$ cat config.mk
export PLATFORM = sky130hd
export DESIGN_NAME = thr_irq_pair
export DESIGN_NICKNAME = d
export VERILOG_FILES = /design/src/rtl/thr_irq_pkg.sv /design/src/rtl/persist_decode.sv /design/src/rtl/range_check.sv /design/src/rtl/chan_filter.sv /design/src/rtl/thr_irq_pair.sv
export SDC_FILE = /design/constraint.sdc
export NUM_CORES = 1
export LEC_CHECK = 0
export BUFFER_PORTS_ARGS = -buffer_cell sky130_fd_sc_hd__clkbuf_2
export CELL_PAD_IN_SITES_DETAIL_PLACEMENT = 1
export CELL_PAD_IN_SITES_GLOBAL_PLACEMENT = 1
export CORE_MARGIN = 2
export CORE_UTILIZATION = 38
export CTS_CLUSTER_DIAMETER = 60
export DETAILED_ROUTE_END_ITERATION = 7
export GPL_ROUTABILITY_DRIVEN = 0
export PLACE_DENSITY = 0.84
export SYNTH_ARGS = -nofsm -noshare
export SYNTH_HDL_FRONTEND = slang
export SYNTH_SLANG_ARGS = --single-unit
$ cat constraint.sdc
create_clock -name clk -period 5.5 [get_ports clk]
set_clock_uncertainty 0.1 [all_clocks]
set_input_delay 0.55 -clock clk [delete_from_list [all_inputs] [get_ports clk]]
set_output_delay 0.55 -clock clk [all_outputs]
set_load 0.03 [all_outputs]
$ cat src/rtl/thr_irq_pkg.sv
package thr_irq_pkg;
   typedef enum logic {PERS_STEPPED = 1'b0, PERS_LINEAR = 1'b1} pers_map_e;

   function automatic int max_need(input pers_map_e m, input int pw);
      int top_code;
      top_code = (1 << pw) - 1;
      if (m == PERS_STEPPED) return (top_code - 3) * 5;
      return top_code;
   endfunction
endpackage

$ cat src/rtl/persist_decode.sv
module persist_decode
   import thr_irq_pkg::*;
#(
   parameter pers_map_e MAP = PERS_STEPPED,
   parameter int        PW  = 4,
   parameter int        CW  = 6
) (
   input  logic [PW-1:0] code,
   output logic [CW-1:0] need
);
   localparam int MAXN = max_need(MAP, PW);

   if (MAP == PERS_STEPPED && PW < 3) begin : g_bad_pw
      $error("persist_decode: stepped map needs PW >= 3");
   end
   if ((1 << CW) <= MAXN) begin : g_bad_cw
      $error("persist_decode: CW too narrow for largest window");
   end

   if (MAP == PERS_STEPPED) begin : g_stepped
      always_comb begin
         int c;
         c = int'(code);
         if (c <= 3)      need = CW'(c);
         else if (c == 4) need = CW'(5);
         else             need = CW'((c - 3) * 5);
      end
   end else begin : g_linear
      always_comb need = CW'(code);
   end

   always_comb begin
      if (code != '0) AST_NEED_NONZERO: assert (need != '0);
   end
endmodule

$ cat src/rtl/range_check.sv
module range_check #(
   parameter int DW = 16
) (
   input  logic [DW-1:0] sample,
   input  logic [DW-1:0] lo,
   input  logic [DW-1:0] hi,
   output logic          outside
);
   always_comb outside = (sample < lo) || (sample > hi);
endmodule

$ cat src/rtl/chan_filter.sv
module chan_filter
   import thr_irq_pkg::*;
#(
   parameter pers_map_e MAP = PERS_STEPPED,
   parameter int        DW  = 16,
   parameter int        PW  = 4
) (
   input  logic          clk,
   input  logic          rst_n,
   input  logic          done,
   input  logic [DW-1:0] sample,
   input  logic [DW-1:0] lo,
   input  logic [DW-1:0] hi,
   input  logic [PW-1:0] pers,
   input  logic          ien,
   input  logic          clr,
   output logic          flag
);
   localparam int MAXN = max_need(MAP, PW);
   localparam int CW   = $clog2(MAXN + 1);

   logic          outside;
   logic [CW-1:0] need;
   logic [CW-1:0] cnt;
   logic [CW-1:0] cnt_inc;
   logic          hit;

   range_check #(.DW(DW)) u_cmp (
      .sample (sample),
      .lo     (lo),
      .hi     (hi),
      .outside(outside)
   );

   persist_decode #(.MAP(MAP), .PW(PW), .CW(CW)) u_dec (
      .code(pers),
      .need(need)
   );

   always_comb begin
      cnt_inc = (cnt == '1) ? cnt : cnt + 1'b1;
      hit     = done && ((pers == '0) || (outside && (cnt_inc >= need)));
   end

   always_ff @(posedge clk or negedge rst_n) begin
      if (!rst_n)    cnt <= '0;
      else if (done) cnt <= outside ? cnt_inc : '0;
   end

   always_ff @(posedge clk or negedge rst_n) begin
      if (!rst_n)           flag <= 1'b0;
      else if (hit && ien)  flag <= 1'b1;
      else if (clr)         flag <= 1'b0;
   end

   AST_INRANGE_RESETS: assert property (@(posedge clk) disable iff (!rst_n)
      (done && !outside) |=> (cnt == '0));
   AST_FLAG_STICKY: assert property (@(posedge clk) disable iff (!rst_n)
      (flag && !clr) |=> flag);
   AST_NO_SET_DISABLED: assert property (@(posedge clk) disable iff (!rst_n)
      $rose(flag) |-> $past(ien && done));
   AST_ZERO_CODE_FIRES: assert property (@(posedge clk) disable iff (!rst_n)
      (done && ien && pers == '0) |=> flag);
   AST_IDLE_HOLDS_CNT: assert property (@(posedge clk) disable iff (!rst_n)
      !done |=> $stable(cnt));
endmodule

$ cat src/rtl/thr_irq_pair.sv
module thr_irq_pair
   import thr_irq_pkg::*;
#(
   parameter int DW = 16,
   parameter int PW = 4
) (
   input  logic          clk,
   input  logic          rst_n,
   input  logic          amb_done,
   input  logic [DW-1:0] amb_sample,
   input  logic [DW-1:0] amb_lo,
   input  logic [DW-1:0] amb_hi,
   input  logic [PW-1:0] amb_pers,
   input  logic          amb_ien,
   input  logic          amb_clr,
   input  logic          prx_done,
   input  logic [DW-1:0] prx_sample,
   input  logic [DW-1:0] prx_lo,
   input  logic [DW-1:0] prx_hi,
   input  logic [PW-1:0] prx_pers,
   input  logic          prx_ien,
   input  logic          prx_clr,
   output logic          amb_flag,
   output logic          prx_flag,
   output logic          irq_n
);
   if (DW < 1) begin : g_bad_dw
      $error("thr_irq_pair: DW must be positive");
   end

   chan_filter #(.MAP(PERS_STEPPED), .DW(DW), .PW(PW)) u_amb (
      .clk(clk), .rst_n(rst_n), .done(amb_done), .sample(amb_sample),
      .lo(amb_lo), .hi(amb_hi), .pers(amb_pers), .ien(amb_ien),
      .clr(amb_clr), .flag(amb_flag)
   );

   chan_filter #(.MAP(PERS_LINEAR), .DW(DW), .PW(PW)) u_prx (
      .clk(clk), .rst_n(rst_n), .done(prx_done), .sample(prx_sample),
      .lo(prx_lo), .hi(prx_hi), .pers(prx_pers), .ien(prx_ien),
      .clr(prx_clr), .flag(prx_flag)
   );

   always_comb irq_n = ~(amb_flag | prx_flag);

   AST_PIN_RISE_NEEDS_CLEAR: assert property (@(posedge clk) disable iff (!rst_n)
      $rose(irq_n) |-> $past(amb_clr || prx_clr));
endmodule

==> run metrics <==
slew margin rel.=64.2%; cts repair resizes=0; I/O pins=115; root buf cell=clkbuf_8; GR Overflow Total=0; Post-CTS Setup Repair Bufs=0; Die X-Extent=89.9 µm; Setup CP Type=in2reg; worst slew pin tran=0.530 ns; post-route ant nets=0; Max Fclk=322 MHz; final period utilization=56.4%; Max clock buf depth=2; Worst VDD drop=0.128 mV; RSZ-0062 raised after global routing=no; via count=2906; die area=8080 µm²; final hold viol count=0; initial core utilization=38.9%; Setup WS post-layout=2.40 ns; post-synthesis register bit count=12; HPWL Detailed=6980 µm; Slew Limit Fails=0; Clk Latency, worst-skew pair=0.25 ns; Pwr Total=0.675 mW; number of distinct library cells after synthesis=47; routed length per instance=13.4 µm; Post-synth ARST share=100%; Worst Reg-to-Reg Cells=10; Worst-path clk slew=0.06 ns; gr usage total=19.4%; R2R setup slack=2.77 ns; critical path required time=5.53 ns; HP Class=in2async; clock sink count=12; Ant. Diodes=0; P_leak=2.05 nW; ys flop type=dfrtp_1; origin of the critical flop-to-flop path=u_amb.cnt[0]$_DFFE_PN0P_; synthesized area per cell=7.81 µm²; vias in the first global route=3090; Post-layout nets=668; initial antenna violation count=0; largest net degree at the start of global routing=14; DP Worst Slack=2.16 ns; hold_buf cts=0; Placeable Area=7210 µm²; Cell Area, Placed=3490 µm²; Num CTS Buffers=3; Die Ht=89.9 µm; CTS H-tree lvls=1; Post-Syn Nets=552; num rows=31; drt first pass iters=4; status=finished clean; number of synthesized flops with an enable pin=0; share of post-route cells with drive strength above 1=28.3%; register area share after synthesis=10.7%; Via density=5.07; Port Buf Inserts=114; R2R Path End=u_amb.flag$_DFFE_PN0P_; Synth-to-Final Area Change=26.3%; CTS tree=yes; critical path fanouts, max=5; area of the mapped netlist=2800 µm²; DRC Markers=0; global-route wire length before repair=13400 µm; Max Cap Viol=0; WL final=7700 µm; DR iter-0 viols=36; Final Setup Violations=0; Setup crit start kind=input port; cells after synthesis=359; Arrival @ worst endpoint=3.13 ns; YS warnings=0; post-route minimum period=3.10 ns; hold_ws=0.0837 ns; Pwr per Cell Area=191 nW/µm²; sum of negative setup slack=0 ns; Design Area, Final=3540 µm²; Crit. End Element=register
## flip-flops by register name, summed over array words and instances (netlist names)
register	cells
u_amb.flag	1
u_prx.cnt	4
u_amb.cnt	6
u_prx.flag	1
## layer usage
layer / GRT usage (%) / vias to the layer above / part of all wire [%]
li1: - / 1491 / -
met1: 24.4 / 1330 / 44
met2: 36.3 / 85 / 51
met3: 3.10 / 0 / 5.7
met4: 1.54 / 0 / 0
met5: 0 / - / 0
## power by group
part / leakage [nW] / internal [mW] / switching [mW] / total, mW
clock network: 0.0288 / 0.0634 / 0.0362 / 0.0996
logic: 1.87 / 0.198 / 0.221 / 0.419
registers: 0.154 / 0.117 / 0.0390 / 0.156
total: 2.05 / 0.379 / 0.296 / 0.675
## cells by family after synthesis
logic type	synth area share [%]
fa+ha+maj	36.4
xor+xnor	2.19
flops	10.7
mux	2.23
compound gates	21.2
simple gates	16.8
buf+inv	10.4
## cells in the mapped netlist, types with 3 or more instances
cell type,number,area [µm²]
nand2_1,23,86.3
o211ai_1,5,37.5
xnor2_1,5,43.8
dfrtp_1,12,300
o21a_1,3,22.5
nor3_1,7,35.0
nor2_1,18,67.6
o21ai_0,9,45.0
mux2i_1,4,40.0
nor2b_1,4,25.0
nand4_1,8,50.1
and4_1,4,35.0
a21o_1,6,45.0
inv_1,75,282
a211oi_2,3,37.5
nand3_1,11,55.1
a211oi_1,4,30.0
ha_1,80,1000
nand2b_1,5,31.3
clkbuf_1,3,11.3
a21oi_1,37,185
## cell usage in the layout (no fill, tap or decap), drive strengths merged, types with 2 or more instances in the layout
cell type	count
mux2i	4
a211oi	7
dfrtp	12
nand2b	6
nor2	19
ha	80
nor3	9
o41ai	3
clkbuf	118
a21o	6
nand3	11
o21ai	11
a2111oi	2
mux2	2
a21oi	37
nand2	24
a21boi	2
and4	4
nor2b	4
xnor2	5
inv	75
nand4	8
o211ai	5
nand3b	2
o21a	3
a211o	2
xor2	2
## stage by stage
step	util, %	instances
detailed placement	48.3	569
finish	49.1	573
CTS	49.1	573
floorplan	-	359
global placement	48.3	569
global route	49.1	573
## how the worst max path moves through the flow
| stage | endpoint | slack [ns] | cells past startpoint | start |
|---|---|---|---|---|
| 2_1_floorplan | u_amb.flag$_DFFE_PN0P_ | 2.44 | 13 | amb_pers[2] |
| 3_3_place_gp | u_amb.flag$_DFFE_PN0P_ | 2.35 | 13 | amb_pers[0] |
| 3_5_place_dp | u_amb.flag$_DFFE_PN0P_ | 2.16 | 13 | amb_pers[1] |
| 4_1_cts | u_amb.flag$_DFFE_PN0P_ | 2.40 | 13 | amb_pers[1] |
| 5_1_grt | u_amb.flag$_DFFE_PN0P_ | 2.26 | 13 | amb_pers[1] |
| 6_report | u_amb.flag$_DFFE_PN0P_ | 2.40 | 13 | amb_pers[1] |
## worst max-delay path: stages
cell       delay, ns
clkbuf_2        0.12
a21oi_1         0.18
xor2_1          0.27
ha_1            0.29
ha_1            0.21
fa_1            0.38
xnor2_1         0.20
xnor2_1         0.14
nand2_1         0.08
ha_1            0.30
a21oi_1         0.18
o2bb2ai_1       0.14
a21oi_1         0.09
## area by class of cell
type	count	area [µm²]
Timing Repair Buffer	114	571
Multi-Input combinational cell	269	2210
Fill cell	963	3670
Clock buffer	4	55.1
Tap cell	99	124
Inverter	75	282
Sequential cell	12	300
(Power assumes the default switching activity.)
